### src/rtl/pcrel_pkg.sv
package pcrel_pkg;
  typedef enum logic [1:0] {
    OP_AUIPC = 2'd0,
    OP_LOAD  = 2'd1,
    OP_STORE = 2'd2,
    OP_JUMPR = 2'd3
  } agu_op_e;
endpackage

### src/rtl/pcrel_regfile.sv
module pcrel_regfile #(
  parameter int XLEN = 32,
  parameter int NREG = 32,
  localparam int IW = $clog2(NREG)
) (
  input  logic            clk,
  input  logic            rst_n,
  input  logic [IW-1:0]   ra_idx,
  output logic [XLEN-1:0] ra_data,
  input  logic [IW-1:0]   rb_idx,
  output logic [XLEN-1:0] rb_data,
  input  logic            we,
  input  logic [IW-1:0]   w_idx,
  input  logic [XLEN-1:0] w_data
);
  logic [XLEN-1:0] regs [NREG];

  for (genvar g = 0; g < NREG; g++) begin : g_ent
    if (g == 0) begin : g_zero
      assign regs[g] = '0;
    end else begin : g_flop
      always_ff @(posedge clk) begin
        if (!rst_n)                               regs[g] <= '0;
        else if (we && (w_idx == IW'(g)))         regs[g] <= w_data;
      end
    end
  end

  assign ra_data = regs[ra_idx];
  assign rb_data = regs[rb_idx];
endmodule

### src/rtl/pcrel_addr_calc.sv
module pcrel_addr_calc
  import pcrel_pkg::*;
#(
  parameter int XLEN   = 32,
  parameter int UIMM_W = 20,
  parameter int OFF_W  = 12,
  localparam int SHIFT = XLEN - UIMM_W
) (
  input  agu_op_e           op,
  input  logic [XLEN-1:0]   pc,
  input  logic [UIMM_W-1:0] imm,
  input  logic [XLEN-1:0]   base,
  output logic [XLEN-1:0]   upper_sum,
  output logic [XLEN-1:0]   word_addr,
  output logic [XLEN-1:0]   link,
  output logic [XLEN-1:0]   next_pc
);
  logic [XLEN-1:0] off_ext, eff;

  assign off_ext   = {{(XLEN-OFF_W){imm[OFF_W-1]}}, imm[OFF_W-1:0]};
  assign eff       = base + off_ext;
  assign upper_sum = pc + {imm, {SHIFT{1'b0}}};
  assign word_addr = eff & ~XLEN'(3);
  assign link      = pc + XLEN'(4);
  assign next_pc   = (op == OP_JUMPR) ? (eff & ~XLEN'(1)) : link;
endmodule

### src/rtl/pcrel_lsu_ctrl.sv
module pcrel_lsu_ctrl
  import pcrel_pkg::*;
#(
  parameter int IW = 5
) (
  input  logic          clk,
  input  logic          rst_n,
  input  logic          op_valid,
  output logic          op_ready,
  input  agu_op_e       op,
  input  logic [IW-1:0] rd,
  output logic          rd_stb,
  output logic          wr_stb,
  output logic          jump,
  output logic          wb_en,
  output logic [IW-1:0] wb_idx,
  output logic          wb_from_mem
);
  logic          wait_q;
  logic [IW-1:0] pend_q;
  logic          fire;

  assign op_ready = !wait_q;
  assign fire     = op_valid && !wait_q;
  assign rd_stb   = fire && (op == OP_LOAD);
  assign wr_stb   = fire && (op == OP_STORE);
  assign jump     = fire && (op == OP_JUMPR);

  always_ff @(posedge clk) begin
    if (!rst_n) begin
      wait_q <= 1'b0;
      pend_q <= '0;
    end else begin
      wait_q <= rd_stb;
      if (rd_stb) pend_q <= rd;
    end
  end

  always_comb begin
    wb_from_mem = wait_q;
    if (wait_q) begin
      wb_en  = (pend_q != '0);
      wb_idx = pend_q;
    end else begin
      wb_en  = fire && ((op == OP_AUIPC) || (op == OP_JUMPR)) && (rd != '0);
      wb_idx = rd;
    end
  end

  // a load is always followed by one stall cycle
  a_r3_load_stall: assert property (@(posedge clk) disable iff (!rst_n)
    rd_stb |=> !op_ready);
  // load data lands in the register named at issue
  a_r3_load_wb: assert property (@(posedge clk) disable iff (!rst_n)
    (rd_stb && rd != '0) |=> (wb_en && wb_idx == $past(rd)));
  // read and write strobes are exclusive
  a_r8_strobe_excl: assert property (@(posedge clk) disable iff (!rst_n)
    !(rd_stb && wr_stb));
  // no activity without an offered operation outside a load stall
  a_r8_idle_quiet: assert property (@(posedge clk) disable iff (!rst_n)
    (!op_valid && op_ready) |-> !(rd_stb || wr_stb || jump || wb_en));
endmodule

### src/rtl/pcrel_agu.sv
module pcrel_agu
  import pcrel_pkg::*;
#(
  parameter int XLEN   = 32,
  parameter int NREG   = 32,
  parameter int UIMM_W = 20,
  parameter int OFF_W  = 12,
  localparam int IW    = $clog2(NREG)
) (
  input  logic              clk,
  input  logic              rst_n,
  input  logic              op_valid,
  output logic              op_ready,
  input  logic [1:0]        op_kind,
  input  logic [XLEN-1:0]   op_pc,
  input  logic [UIMM_W-1:0] op_imm,
  input  logic [IW-1:0]     op_rd,
  input  logic [IW-1:0]     op_rs1,
  input  logic [IW-1:0]     op_rs2,
  output logic              wb_en,
  output logic [IW-1:0]     wb_idx,
  output logic [XLEN-1:0]   wb_data,
  output logic              mem_rd,
  output logic              mem_wr,
  output logic [XLEN-1:0]   mem_addr,
  output logic [XLEN-1:0]   mem_wdata,
  input  logic [XLEN-1:0]   mem_rdata,
  output logic [XLEN-1:0]   npc,
  output logic              redirect
);
  agu_op_e         op;
  logic [XLEN-1:0] rs1_val, rs2_val, upper_sum, link;
  logic            wb_from_mem;

  assign op = agu_op_e'(op_kind);

  pcrel_regfile #(.XLEN(XLEN), .NREG(NREG)) u_rf (
    .clk(clk), .rst_n(rst_n),
    .ra_idx(op_rs1), .ra_data(rs1_val),
    .rb_idx(op_rs2), .rb_data(rs2_val),
    .we(wb_en), .w_idx(wb_idx), .w_data(wb_data)
  );

  pcrel_addr_calc #(.XLEN(XLEN), .UIMM_W(UIMM_W), .OFF_W(OFF_W)) u_calc (
    .op(op), .pc(op_pc), .imm(op_imm), .base(rs1_val),
    .upper_sum(upper_sum), .word_addr(mem_addr), .link(link), .next_pc(npc)
  );

  pcrel_lsu_ctrl #(.IW(IW)) u_ctrl (
    .clk(clk), .rst_n(rst_n), .op_valid(op_valid), .op_ready(op_ready),
    .op(op), .rd(op_rd), .rd_stb(mem_rd), .wr_stb(mem_wr), .jump(redirect),
    .wb_en(wb_en), .wb_idx(wb_idx), .wb_from_mem(wb_from_mem)
  );

  assign mem_wdata = rs2_val;

  always_comb begin
    if (wb_from_mem)        wb_data = mem_rdata;
    else if (op == OP_JUMPR) wb_data = link;
    else                    wb_data = upper_sum;
  end

  // register zero never appears as a write-back target
  a_r6_no_x0_wb: assert property (@(posedge clk) disable iff (!rst_n)
    wb_en |-> (wb_idx != '0));
  // memory strobes carry word-aligned addresses
  a_r11_aligned: assert property (@(posedge clk) disable iff (!rst_n)
    (mem_rd || mem_wr) |-> (mem_addr[1:0] == 2'b00));
  // jump targets are always even
  a_r5_target_even: assert property (@(posedge clk) disable iff (!rst_n)
    redirect |-> (npc[0] == 1'b0));
  // redirect only accompanies a jump operation
  a_r7_redirect_kind: assert property (@(posedge clk) disable iff (!rst_n)
    redirect |-> (op == OP_JUMPR));
endmodule

### config.mk
export PLATFORM = sky130hd
export DESIGN_NAME = pcrel_agu
export DESIGN_NICKNAME = d
export VERILOG_FILES = /design/src/rtl/pcrel_pkg.sv /design/src/rtl/pcrel_regfile.sv /design/src/rtl/pcrel_addr_calc.sv /design/src/rtl/pcrel_lsu_ctrl.sv /design/src/rtl/pcrel_agu.sv
export SDC_FILE = /design/constraint.sdc
export NUM_CORES = 2
export LEC_CHECK = 0
export BUFFER_PORTS_ARGS = -buffer_cell sky130_fd_sc_hd__buf_2
export CAP_MARGIN = 20
export CELL_PAD_IN_SITES_DETAIL_PLACEMENT = 1
export CELL_PAD_IN_SITES_GLOBAL_PLACEMENT = 2
export CORE_MARGIN = 2
export CORE_UTILIZATION = 35
export DETAILED_ROUTE_END_ITERATION = 12
export GPL_TIMING_DRIVEN = 0
export PLACE_DENSITY_LB_ADDON = 0.1
export SYNTH_ARGS = -nofsm -noshare
export SYNTH_HDL_FRONTEND = slang
export SYNTH_SLANG_ARGS = --single-unit
export TNS_END_PERCENT = 10
### constraint.sdc
create_clock -name clk -period 6.29 [get_ports clk]
set_input_delay 0.3145 -clock clk [delete_from_list [all_inputs] [get_ports clk]]
set_output_delay 0.3145 -clock clk [all_outputs]
set_load 0.05 [all_outputs]
* Word level (Yosys, flattened, before mapping)
Cells that the tools add are included.
Storage, ports and cells: register bits 998, input port bits 104, output and inout bits 138, logic and storage cells 127
Cells by class: add/sub/neg operators 3, order comparisons 2, eq/ne operators 34, mux-type cells 11, bitwise logic cells 2, reductions and logical operators 42
Operators by type and width (number):
- binary-select mux 32 bit (select 5 bit) | 2
- 2-to-1 mux 32 bit | 7
- == test 5 bit, second input constant | 16
- adder 32 bit | 2
- == test 5 x 4 -> 1 bit, second input constant | 8
- logical AND 1 bit | 37
- adder 32 x 3 -> 32 bit, second input constant | 1
- == test 5 x 3 -> 1 bit, second input constant | 4
- >= comparator 6 bit, second input constant | 2
- inverter 5 -> 6 bit | 2
- == test 5 x 2 -> 1 bit, second input constant | 2
- nonzero test 5 bit | 2
- == test 5 x 1 -> 1 bit, second input constant | 1
- 2-to-1 mux 5 bit | 1
- == test 2 bit, second input constant | 2
- == test 2 x 1 -> 1 bit, second input constant | 1
- logical NOT 2 bit | 1
- logical NOT 1 bit | 1
- logical OR 1 bit | 1
- 2-to-1 mux 1 bit | 1

* Logic depth before layout (Yosys ltp)
word-level depth 6, gate-level depth with buffers 19, mapped depth without buffers 14

* By module
Synthesis repeated with hierarchy kept, for this count alone.
Unflattened totals: cell total of the unflattened synthesis 7316, area, all modules 59089.2 um^2
Modules (own cells, without submodules):
- pcrel_regfile | times used 1, cells each 6580, area each 53849.1 um^2, sequential area each 19859.0 um^2
- pcrel_addr_calc | times used 1, cells each 546, area each 3666.0 um^2, sequential area each 0.0 um^2
- pcrel_agu | times used 1, cells each 150, area each 1159.9 um^2, sequential area each 0.0 um^2
- pcrel_lsu_ctrl | times used 1, cells each 40, area each 414.1 um^2, sequential area each 120.1 um^2

* Worst setup path after synthesis
OpenSTA, ideal clock, no wires.
kind input-to-output, from input port op_rs1[0], to output port npc[27], arrival 5.893 ns, data required time 5.975 ns, path slack 0.083 ns, stages on the path 16, path buffers 3, path through buf_4 > buf_2 > buf_1 > mux4_2 > mux4_2 > mux2_2 > ha_1 > a21o_1 > a221oi_1 > o21ai_0 > a221o_1 > and3_1 > a211oi_2 > o21ai_1 > xnor2_1 > o21ba_1
On the way: longest elaborated chain between the ends 6
Ends and longest elaborated chain:
- start: declaration | RTL line pcrel_agu.sv:18 | input logic [IW-1:0] op_rs1,
- inverter 5 -> 6 bit (implied by the code) | RTL line pcrel_regfile.sv:29 | assign ra_data = regs[ra_idx];
- binary-select mux 32 bit (select 5 bit) | RTL line pcrel_regfile.sv:29
- 2-to-1 mux 32 bit (implied by the code) (2 in series) | RTL line pcrel_regfile.sv:29
- adder 32 bit | RTL line pcrel_addr_calc.sv:21 | assign eff = base + off_ext;
- net mem_addr[27] | RTL line pcrel_agu.sv:25 | output logic [XLEN-1:0] mem_addr,
- 2-to-1 mux 32 bit | RTL line pcrel_addr_calc.sv:25 | assign next_pc = (op == OP_JUMPR) ? (eff & ~XLEN'(1)) : link;
- end: declaration | RTL line pcrel_agu.sv:28 | output logic [XLEN-1:0] npc,
The timed path passes the listed nets, and every way through them passes these cells. The select of a mux whose other input is x is not followed.

* Worst setup path after layout
from input port op_rs1[1], to output port npc[17]
On the way: longest elaborated chain between the ends 6
Ends and longest elaborated chain (RTL line):
- inverter 5 -> 6 bit (implied by the code) | pcrel_regfile.sv:29
- binary-select mux 32 bit (select 5 bit) | pcrel_regfile.sv:29
- 2-to-1 mux 32 bit (implied by the code) (2 in series) | pcrel_regfile.sv:29
- adder 32 bit | pcrel_addr_calc.sv:21
- 2-to-1 mux 32 bit | pcrel_addr_calc.sv:25
Every way passes these cells. The select of a mux whose other input is x is not followed.

==> results.yml <==
sta:
  final_max_slew_viol_count: 0
  tightest_slew_ns: 1.43
  period_share: 1.00
  rsz0062_at_grt: "true"
  timing.fmax_mhz: 158
  worst_clock_skew_ns: 0.0252
  final_hold_viol_count: 0
  slew_headroom: 0.0499
  setup_violations: 1
  fin_ws_ns: -0.0305
  fin_crit_ns: 6.32
  whs_ns: 0.0522
logic_synthesis:
  synth_ff_type: "dfxtp_1"
  yosysWarningCount: 0
  syn_area_per_cell_um2: 9.82
  synth_cells: 5721
  synth_area_um2: 56200
  synth.ff_latch_count: 998
  synth.distinct_cells: 80
  synth_edf_count: 0
  async_flop_share: 0
  ys_seq_area_frac: 0.356
placement:
  gp_congestion: 0.979
  dp_hpwl_um: 225000
  portBuffers: 232
  preCtsSetupSlack_ns: -1.93
detailed_routing:
  dr.pass1.iters: 5
  drc_errors: 0
  vias_per_cell: 6.02
  wirelength_um: 279000
  drtIter0Drc: 4527
  wl_per_cell_um: 33.5
  vias: 50164
  antenna_left: 0
power_and_ir_drop:
  p_sw_frac: 0.299
  power.switching_uw: 4820
  p_per_area_nw_per_um2: 245
  intPower_uw: 11300
  power_frac_comb: 0.152
  clkPwrFrac: 0.451
  ir_drop_v: 0.000200
  p_leak_uw: 0.0248
  power_frac_seq: 0.397
cts:
  cts_root_buf: "clkbuf_16"
  tritoncts: "yes"
  cts_made_buffers: 119
  clock_sinks: 998
  clkLatencyLatePin_ns: 0.76
  cts_buffer_depth: 3
  htreeDepth: 3
  path_clk_slew_ns: 0.05
run:
  drv_cap: 0
worst_setup_path:
  critical_path_class: "in -> out"
  critPathArrivalTime_ns: 6.01
  cp.required_ns: 5.98
  crit_path_max_fanout: 10
  crit_buf_inv: 6
  crit_chain: "buf_2 > buf_6 > buf_8 > clkbuf_4 > clkbuf_4 > mux4_2 > mux4_2 > mux2_2 > ha_1 > and3_1 > and2_1 > nand2_1 > or3_1 > o21ai_0 > nand4bb_1 > a31oi_1 > xnor2_1 > a21o_1 > buf_2"
  slowest_stage: "mux4_2"
  cpPeakStageDelay_ns: 0.54
  end_kind: "output port"
  cp_top_family: "buffers and inverters"
  crit_path_start_kind: "input pin"
layout:
  area_delta_synth_final_pct: 16.8
  finalNetCount: 6309
  drive_gt1_frac: 0.222
die:
  die_area_um2: 164000
  coreArea_um2: 160000
  start_util: 0.351
  rows: 147
  die_w_um: 405
  ios: 242
  die_y_um: 405
run_status:
  status: "complete, but fails checks"
  violations: "setup timing"
global_route:
  antenna_found_initial: 20
  grt_overflow: 0
  gr-usage-met1: 0.434
  first_global_vias: 50728
  grt_use_total: 0.336
  grt_max_degree: 23
  grt_pass1_wl_um: 388000
  grt-busiest-layer: "met2"
  met2_usage: 0.538
  use_met3: 0.0383
hold_path:
  hp-class: "in -> reg"
-- worst min-delay path: cells and delay by family --
kind | cells | cell delay, ns
fa+ha+maj | 1 | 0.17
buf+inv | 1 | 0.11
simple gates | 1 | 0.15
-- logic make-up after synthesis --
group / synth area share
fa+ha+maj: 0.0125
flops: 0.356
buf+inv: 0.0451
mux: 0.260
xor+xnor: 0.0117
simple gates: 0.137
compound gates: 0.178
other cells: 0.0000667
-- sequential cells by signal, indices dropped and copies added, names as in the netlist --
register and cells:
u_ctrl.pend_q 5, u_ctrl.wb_from_mem 1, u_rf.regs 992
-- Yosys cell counts (38+ instances only) --
library cell     n  share of area
clkbuf_1       465          0.031
nand2_1       1263          0.084
mux2_2         135          0.027
buf_1           86         0.0057
a21boi_0       446          0.060
nor2_1         144         0.0096
nand3_1        150          0.013
a21oi_1        175          0.016
dfxtp_1        998           0.36
buf_2           38         0.0034
inv_1           50         0.0033
o211a_1        189          0.034
o21ai_0        325          0.029
nor3_1          68         0.0061
and2_1          68         0.0076
mux4_2         572           0.23
ha_1            53          0.012
o21ai_1         68         0.0061
a22o_1          63         0.0098
xnor2_1         42         0.0065
-- cell usage in the layout (no fill, tap or decap), drive strengths merged, types with 8 or more instances in the layout --
cell     synthesis  routed
inv             50      51
a211oi          11      11
xor2            31      31
xnor2           43      43
nand4            8       8
a21boi         446     446
nand2         1271    1271
o211a          189     189
clkbuf         465     649
a31oi           10      10
nor2           144     144
nor3            82      82
and2            68      68
bufinv           0       8
nor2b           10      10
a21o            26      26
a21oi          175     175
dfxtp          998     998
mux4           572     572
a22o            63      63
ha              53      53
or3              8       8
mux2           135     135
clkinv           1      20
nand3          151     151
o21ai          394     394
o21a            14      14
a2111oi         32      32
mux2i           23      23
buf            133     433
and3            17      17
nor3b           31      31
-- final timing paths --
kind / end / cells past startpoint / slack [ns] / start
hold reg to reg: u_rf.regs[822]$_SDFFE_PN0P_ / 2 / 0.47 / u_rf.regs[822]$_SDFFE_PN0P_
setup / recovery: npc[17] / 19 / -0.03 / op_rs1[1]
hold / removal: u_ctrl.wb_from_mem$_SDFF_PN0_ / 3 / 0.05 / op_kind[0]
setup reg to reg: u_rf.regs[888]$_SDFFE_PN0P_ / 8 / 1.10 / u_ctrl.wb_from_mem$_SDFF_PN0_
-- repair_timing --
action,in CTS,in global routing
gates resized for setup,102,35
pin swaps,1,1
buffers inserted,0,1
hold endpoints to repair,5,0
setup endpoints to repair,56,22
hold buffers,5,0
-- per-layer routing --
layer | vias to the layer above | part of all wire
met5 | - | 0.00021
met4 | 8 | 0.072
met3 | 542 | 0.057
met2 | 1844 | 0.46
met1 | 26041 | 0.41
li1 | 21729 | -
-- metrics by stage --
step	instance area (um2)	total power, uW	util	std cells	setup TNS (ns)
2_1_floorplan	56200	7830	-	5722	0
6_report	65600	16100	0.410	8330	-0.0305
5_1_grt	65600	16500	0.410	8330	-0.0503
4_1_cts	65400	16200	0.408	8316	0
3_5_place_dp	61000	8930	0.381	8097	-67.77
3_3_place_gp	60000	8810	0.375	8040	-117.97
-- power by group through the flow --
| stage | registers [uW] | clock network, uW | logic (uW) |
|---|---|---|---|
| 6_report | 6400 | 7260 | 2450 |
| 5_1_grt | 6410 | 7600 | 2530 |
| 4_1_cts | 6400 | 7350 | 2410 |
| 3_5_place_dp | 6540 | 0 | 2380 |
| 3_3_place_gp | 6540 | 0 | 2280 |
| 2_1_floorplan | 6530 | 0 | 1300 |
-- area by class of cell --
type                    instances  area [um2]
flip-flops and latches        998       20000
multi-input cells            4075       33800
clock inverters                30         418
plain buffers                 596        2620
diodes                          1        2.50
inverters                      51         191
well taps                    2086        2610
fillers                     17927       94400
repair buffers                309        2360
clock buffers                 184        3610
Power figures use the tool's default switching activity.
